<file path="src/rtl/fdr_pkg.sv">
package fdr_pkg;
    typedef enum logic [2:0] {
        REQ_IDLE,
        REQ_PULSE,
        REQ_LEVEL,
        REQ_XFER,
        REQ_GAP
    } req_state_e;
endpackage

</file>
<file path="src/rtl/fdr_sync.sv">
// Multi-stage synchronizer for a bundle of asynchronous inputs.
module fdr_sync #(
    parameter int WIDTH  = 3,
    parameter int STAGES = 2
) (
    input  logic             clk,
    input  logic             rst_n,
    input  logic [WIDTH-1:0] async_in,
    output logic [WIDTH-1:0] sync_out
);
    localparam int CHAIN_W = WIDTH * STAGES;

    logic [CHAIN_W-1:0] chain_q;

    always_ff @(posedge clk) begin
        if (!rst_n) begin
            chain_q <= '0;
        end else begin
            chain_q <= {chain_q[CHAIN_W-WIDTH-1:0], async_in};
        end
    end

    assign sync_out = chain_q[CHAIN_W-1 -: WIDTH];
endmodule

</file>
<file path="src/rtl/fdr_burst_cnt.sv">
// Counts accepted accesses and flags the final access of a burst.
module fdr_burst_cnt #(
    parameter int LEN = 16
) (
    input  logic clk,
    input  logic rst_n,
    input  logic inc,
    output logic last_hit
);
    localparam int CW = (LEN > 1) ? $clog2(LEN) : 1;

    logic [CW-1:0] count_q;

    assign last_hit = inc && (count_q == CW'(LEN - 1));

    always_ff @(posedge clk) begin
        if (!rst_n) begin
            count_q <= '0;
        end else if (inc) begin
            count_q <= last_hit ? '0 : count_q + 1'b1;
        end
    end
endmodule

</file>
<file path="src/rtl/fdr_timer.sv">
// Loadable down counter shared by the pulse and the gap phases.
module fdr_timer #(
    parameter int W = 4
) (
    input  logic         clk,
    input  logic         rst_n,
    input  logic         load,
    input  logic [W-1:0] load_val,
    output logic         expire
);
    logic [W-1:0] cnt_q;

    assign expire = (cnt_q == W'(1));

    always_ff @(posedge clk) begin
        if (!rst_n) begin
            cnt_q <= '0;
        end else if (load) begin
            cnt_q <= load_val;
        end else if (cnt_q != '0) begin
            cnt_q <= cnt_q - 1'b1;
        end
    end
endmodule

</file>
<file path="src/rtl/fifo_dma_req_ctrl.sv">
module fifo_dma_req_ctrl
    import fdr_pkg::*;
#(
    parameter int BURST_LEN   = 16,
    parameter int LVL_W       = 8,
    parameter int PW_W        = 4,
    parameter int GAP_CYC     = 3,
    parameter int SYNC_STAGES = 2
) (
    input  logic            clk,
    input  logic            rst_n,
    input  logic [PW_W-1:0] cfg_pulse_len,
    input  logic            dir_rd,
    input  logic            single_mode,
    input  logic [LVL_W-1:0] fifo_free,
    input  logic [LVL_W-1:0] fifo_used,
    input  logic            dma_ack,
    input  logic            wr_strobe,
    input  logic            rd_strobe,
    output logic            dreq,
    output logic            fifo_push,
    output logic            fifo_pop,
    output logic            svc_req
);
    localparam int GAP_W = $clog2(GAP_CYC + 1);
    localparam int TMR_W = (GAP_W > PW_W) ? GAP_W : PW_W;
    localparam logic [LVL_W-1:0] BURST_WORDS = LVL_W'(BURST_LEN);

    req_state_e state_q, state_d;
    logic       dir_q;
    logic [1:0] strb_prev_q;
    logic [2:0] sync_lvl;
    logic       ack_s, wr_rise, rd_rise;
    logic       active, acc_hit, burst_done, room_ok, start;
    logic       tmr_load, tmr_expire;
    logic [TMR_W-1:0] tmr_val;

    // Bit 2: acknowledge, bit 1: read strobe, bit 0: write strobe.
    fdr_sync #(.WIDTH(3), .STAGES(SYNC_STAGES)) u_sync (
        .clk      (clk),
        .rst_n    (rst_n),
        .async_in ({dma_ack, rd_strobe, wr_strobe}),
        .sync_out (sync_lvl)
    );

    assign ack_s   = sync_lvl[2];
    assign wr_rise = sync_lvl[0] & ~strb_prev_q[0];
    assign rd_rise = sync_lvl[1] & ~strb_prev_q[1];

    assign active  = (state_q == REQ_PULSE) || (state_q == REQ_LEVEL)
                   || (state_q == REQ_XFER);
    assign acc_hit = active && ack_s && (dir_q ? rd_rise : wr_rise);
    assign room_ok = dir_rd ? (fifo_used >= BURST_WORDS)
                            : (fifo_free >= BURST_WORDS);
    assign start   = !single_mode && room_ok;

    fdr_burst_cnt #(.LEN(BURST_LEN)) u_cnt (
        .clk      (clk),
        .rst_n    (rst_n),
        .inc      (acc_hit),
        .last_hit (burst_done)
    );

    fdr_timer #(.W(TMR_W)) u_tmr (
        .clk      (clk),
        .rst_n    (rst_n),
        .load     (tmr_load),
        .load_val (tmr_val),
        .expire   (tmr_expire)
    );

    // Next state and timer load
    always_comb begin
        state_d  = state_q;
        tmr_load = 1'b0;
        tmr_val  = TMR_W'(GAP_CYC);
        unique case (state_q)
            REQ_IDLE: begin
                if (start) begin
                    if (cfg_pulse_len == '0) begin
                        state_d = REQ_LEVEL;
                    end else begin
                        state_d  = REQ_PULSE;
                        tmr_load = 1'b1;
                        tmr_val  = TMR_W'(cfg_pulse_len);
                    end
                end
            end
            REQ_PULSE: begin
                if (burst_done) begin
                    state_d  = REQ_GAP;
                    tmr_load = 1'b1;
                end else if (tmr_expire) begin
                    state_d = REQ_XFER;
                end
            end
            REQ_LEVEL: begin
                if (burst_done) begin
                    state_d  = REQ_GAP;
                    tmr_load = 1'b1;
                end else if (acc_hit) begin
                    state_d = REQ_XFER;
                end
            end
            REQ_XFER: begin
                if (burst_done) begin
                    state_d  = REQ_GAP;
                    tmr_load = 1'b1;
                end
            end
            REQ_GAP: begin
                if (tmr_expire) begin
                    state_d = REQ_IDLE;
                end
            end
            default: state_d = REQ_IDLE;
        endcase
    end

    // State register and registered side state
    always_ff @(posedge clk) begin
        if (!rst_n) begin
            state_q     <= REQ_IDLE;
            dir_q       <= 1'b0;
            strb_prev_q <= '0;
            svc_req     <= 1'b0;
        end else begin
            state_q     <= state_d;
            strb_prev_q <= sync_lvl[1:0];
            svc_req     <= single_mode && (fifo_used != '0);
            if (state_q == REQ_IDLE && start) begin
                dir_q <= dir_rd;
            end
        end
    end

    // Outputs
    always_comb begin
        dreq      = (state_q == REQ_PULSE) || (state_q == REQ_LEVEL);
        fifo_push = acc_hit && !dir_q;
        fifo_pop  = (acc_hit && dir_q)
                  || (single_mode && (state_q == REQ_IDLE) && rd_rise);
    end
endmodule

</file>
<file path="config.mk">
export PLATFORM = sky130hd
export DESIGN_NAME = fifo_dma_req_ctrl
export DESIGN_NICKNAME = d
export VERILOG_FILES = /design/src/rtl/fdr_pkg.sv /design/src/rtl/fdr_sync.sv /design/src/rtl/fdr_burst_cnt.sv /design/src/rtl/fdr_timer.sv /design/src/rtl/fifo_dma_req_ctrl.sv
export SDC_FILE = /design/constraint.sdc
export NUM_CORES = 1
export LEC_CHECK = 0
export BUFFER_PORTS_ARGS = -buffer_cell sky130_fd_sc_hd__buf_2
export CORE_MARGIN = 2
export CORE_UTILIZATION = 55
export DETAILED_ROUTE_END_ITERATION = 10
export PLACE_DENSITY_LB_ADDON = 0.15
export REMOVE_ABC_BUFFERS = 1
export SYNTH_ARGS = -nofsm -noshare
export SYNTH_HDL_FRONTEND = slang
export SYNTH_HIERARCHICAL = 1
export SYNTH_SLANG_ARGS = --single-unit
</file>
<file path="constraint.sdc">
create_clock -name clk -period 4.1 [get_ports clk]
set_clock_uncertainty 0.2 [all_clocks]
set_input_delay 1.025 -clock clk [delete_from_list [all_inputs] [get_ports clk]]
set_output_delay 1.025 -clock clk [all_outputs]
set_load 0.03 [all_outputs]
</file>
==> results.txt <==
Startpoint Class - flop
Yosys cell types - 48
Least-Margin Pin Slew - 566 ps
cell chain of the critical path - or2_4 -> and3_1 -> a21oi_1 -> nor4b_1 -> buf_2
hold_ws - 246 ps
Starting Density - 59.2%
# nets final - 182
clk slew on worst S/H paths - 130 ps
slowest stage delay, CP - 510 ps
# Post-CTS Setup Buffers - 0
number of global-route vias before repair - 897
Initial DRT Pass Iterations - 4
Final Max Slew Viols - 0
TNS Setup - 0 ps
Largest delay share family, worst path - simple AND/OR/NAND/NOR gates
Site Rows - 16
wire length on met1 - 926 um
WP data required - 2870 ps
worst vdd ir - 0.000326 V
Hold Path Class - flop to flop
largest net degree at the start of global routing - 24
vias - 977
Tcrit/Tclk final - 71.3%
Inserted Clock Buffers - 3
post-synth top area share - 35.8%
core area - 1980 um^2
status - complete, no violations
largest area contributor in the netlist - dfxtp_1
pre-CTS setup slack - 1210 ps
GRT Total Usage - 18.1%
total gr overflow - 0
HPWL Detailed - 1590 um
RR Endpoint - u_tmr/cnt_q[2]$_SDFFE_PN0P_
post-synthesis register bit count - 21
hold path endpoint - u_sync/chain_q[4]$_SDFF_PN0_
placed instance area - 1300 um^2
hold_buf cts - 0
metal2 WL - 995 um
H-tree depth - 1
drt via density - 5.52
I/O Buffers - 26
Pwr Total - 0.658 mW
Setup-failing EPs final - 0
critical path fanouts, max - 9
Routed WL - 2050 um
max layer used - met4
Finished Cell Area - 1330 um^2
Crit Path Category - flop to output port
global-route wire length before repair - 3590 um
Post-synth EDFFs - 0
Worst R2R Path Depth - 9
Lkg Pwr - 0.555 nW
max_cap viols - 0
CTS tree - yes
FF-to-FF Start - state_q[0]$_SDFFE_PN0P_
DIE WIDTH - 50.2 um
Synth area leaders - dfxtp_1 36%, and2_1 5.9%, ha_1 4.3%, xnor2_1 3.0%, mux2i_1 2.6%
clock root buffer - clkbuf_4
Resized cells post-CTS - 0
initial DRC count - 19
ys flop type - dfxtp_1
Area Growth Syn to Fin - 13.2%
Final Hold Vio Count - 0
unrepaired setup endpoints after global routing - no
WP data arrival - 1700 ps
CP Capture Type - output port
PnR worst setup slack - 1180 ps
hold path cells - 1
ANT cells - 0
asr flop ratio synth - 0%
layout cells sized above 1 - 28.0%
clk buf depth - 2
DRC viols - 0
WL met3 - 103 um
Clock Sinks - 21
post-route ant nets - 0
Max Fclk - 342 MHz
Seq/Total Area, Yosys - 35.8%
Final min period - 2920 ps
DR WL/cell - 11.6 um
cell area after synthesis - 1170 um^2
Die ar. - 2520 um^2
Post-Syn Instances - 125
final std cells w/o fill - 177
CP max stage cell - dfxtp_1
Max-slew headroom - 62.3%
hold path start - u_sync/chain_q[1]$_SDFF_PN0_
die height - 50.2 um
initial antenna violation count - 0
Mean Syn Cell Area - 9.39 um^2
pwr/cell area - 495 nW/um^2
Buf+Inv Stages, Crit Path - 1
placed cells - 173
GPL Wtd Cong - 0.847
Layout Utilization - 67.0%
number of I/O pins - 31
R2R Setup Slk - 1370 ps
synth warn - 6
Clock Latency Late Sink - 310 ps
==> routing by layer <==
layer / up-vias / track usage [%]
met1: 452 / 22.5
met3: 4 / 3.57
met5: - / 0
met2: 23 / 31.1
met4: 0 / 5.56
li1: 498 / -
==> flip-flops by register name, summed over array words and instances (netlist names) <==
name            cells
u_sync/chain_q      6
u_cnt/count_q       4
u_tmr/cnt_q         4
state_q             3
strb_prev_q         2
dir_q               1
svc_req             1
==> cell type report <==
type / count / area [um^2]
Sequential cell: 21 / 420
Tap cell: 27 / 33.8
Inverter: 4 / 15.0
Multi-Input combinational cell: 95 / 699
Clock inverter: 1 / 7.51
Timing Repair Buffer: 26 / 130
Fill cell: 169 / 653
Clock buffer: 3 / 22.5
==> worst max-delay path by stage <==
stage,from,to,cells after the start
6_report,state_q[0]$_SDFFE_PN0P_,fifo_pop,5
5_1_grt,state_q[0]$_SDFFE_PN0P_,fifo_pop,5
4_1_cts,state_q[0]$_SDFFE_PN0P_,fifo_pop,5
3_5_place_dp,fifo_free[6],u_tmr/cnt_q[2]$_SDFFE_PN0P_,7
3_3_place_gp,single_mode,fifo_pop,4
2_1_floorplan,single_mode,fifo_pop,2
==> logic make-up (layout without fill, tap and decap cells) <==
kind of cell	count (synthesis)	after routing	synth area share (%)
AO/OA/AOI/OAI	25	25	17.2
XOR/XNOR	4	4	2.98
adder cells (fa/ha/maj)	4	4	4.26
buffers and inverters	9	34	4.58
flip-flops	21	21	35.8
multiplexers	4	4	3.52
AND/OR/NAND/NOR	58	58	31.7
==> layout by cell type (no fill, tap or decap), types with 3 or more instances in the layout <==
cell	instances
nor3b_1	3
nor2_1	7
buf_2	26
inv_1	4
ha_1	4
nand2_1	7
dfxtp_1	21
nand2b_1	3
a21oi_1	4
clkbuf_4	3
nand3b_1	3
nand3_1	4
and2_1	11
o31ai_1	3
xnor2_1	4
mux2i_1	3
o21ai_0	3
==> cell usage after synthesis, types with 2 or more instances <==
master / instances
o21a_1: 2
inv_1: 4
nand3b_1: 3
nand3_1: 4
xnor2_1: 4
nor2b_1: 2
nand2_1: 7
o21ai_0: 3
a21oi_1: 4
buf_4: 3
nor2_1: 7
o31ai_1: 3
nor3b_1: 3
nor4_2: 2
dfxtp_1: 21
a21boi_0: 2
o211ai_1: 2
ha_1: 4
or3_1: 2
mux2i_1: 3
and2_1: 11
nand2b_1: 3
==> report_power, final <==
group,internal [mW],switching [mW],leakage (nW)
combinational,0.139,0.143,0.369
sequential,0.236,0.0366,0.172
clock,0.0372,0.0666,0.0139
No activity file was read; power rests on OpenSTA's default activity.
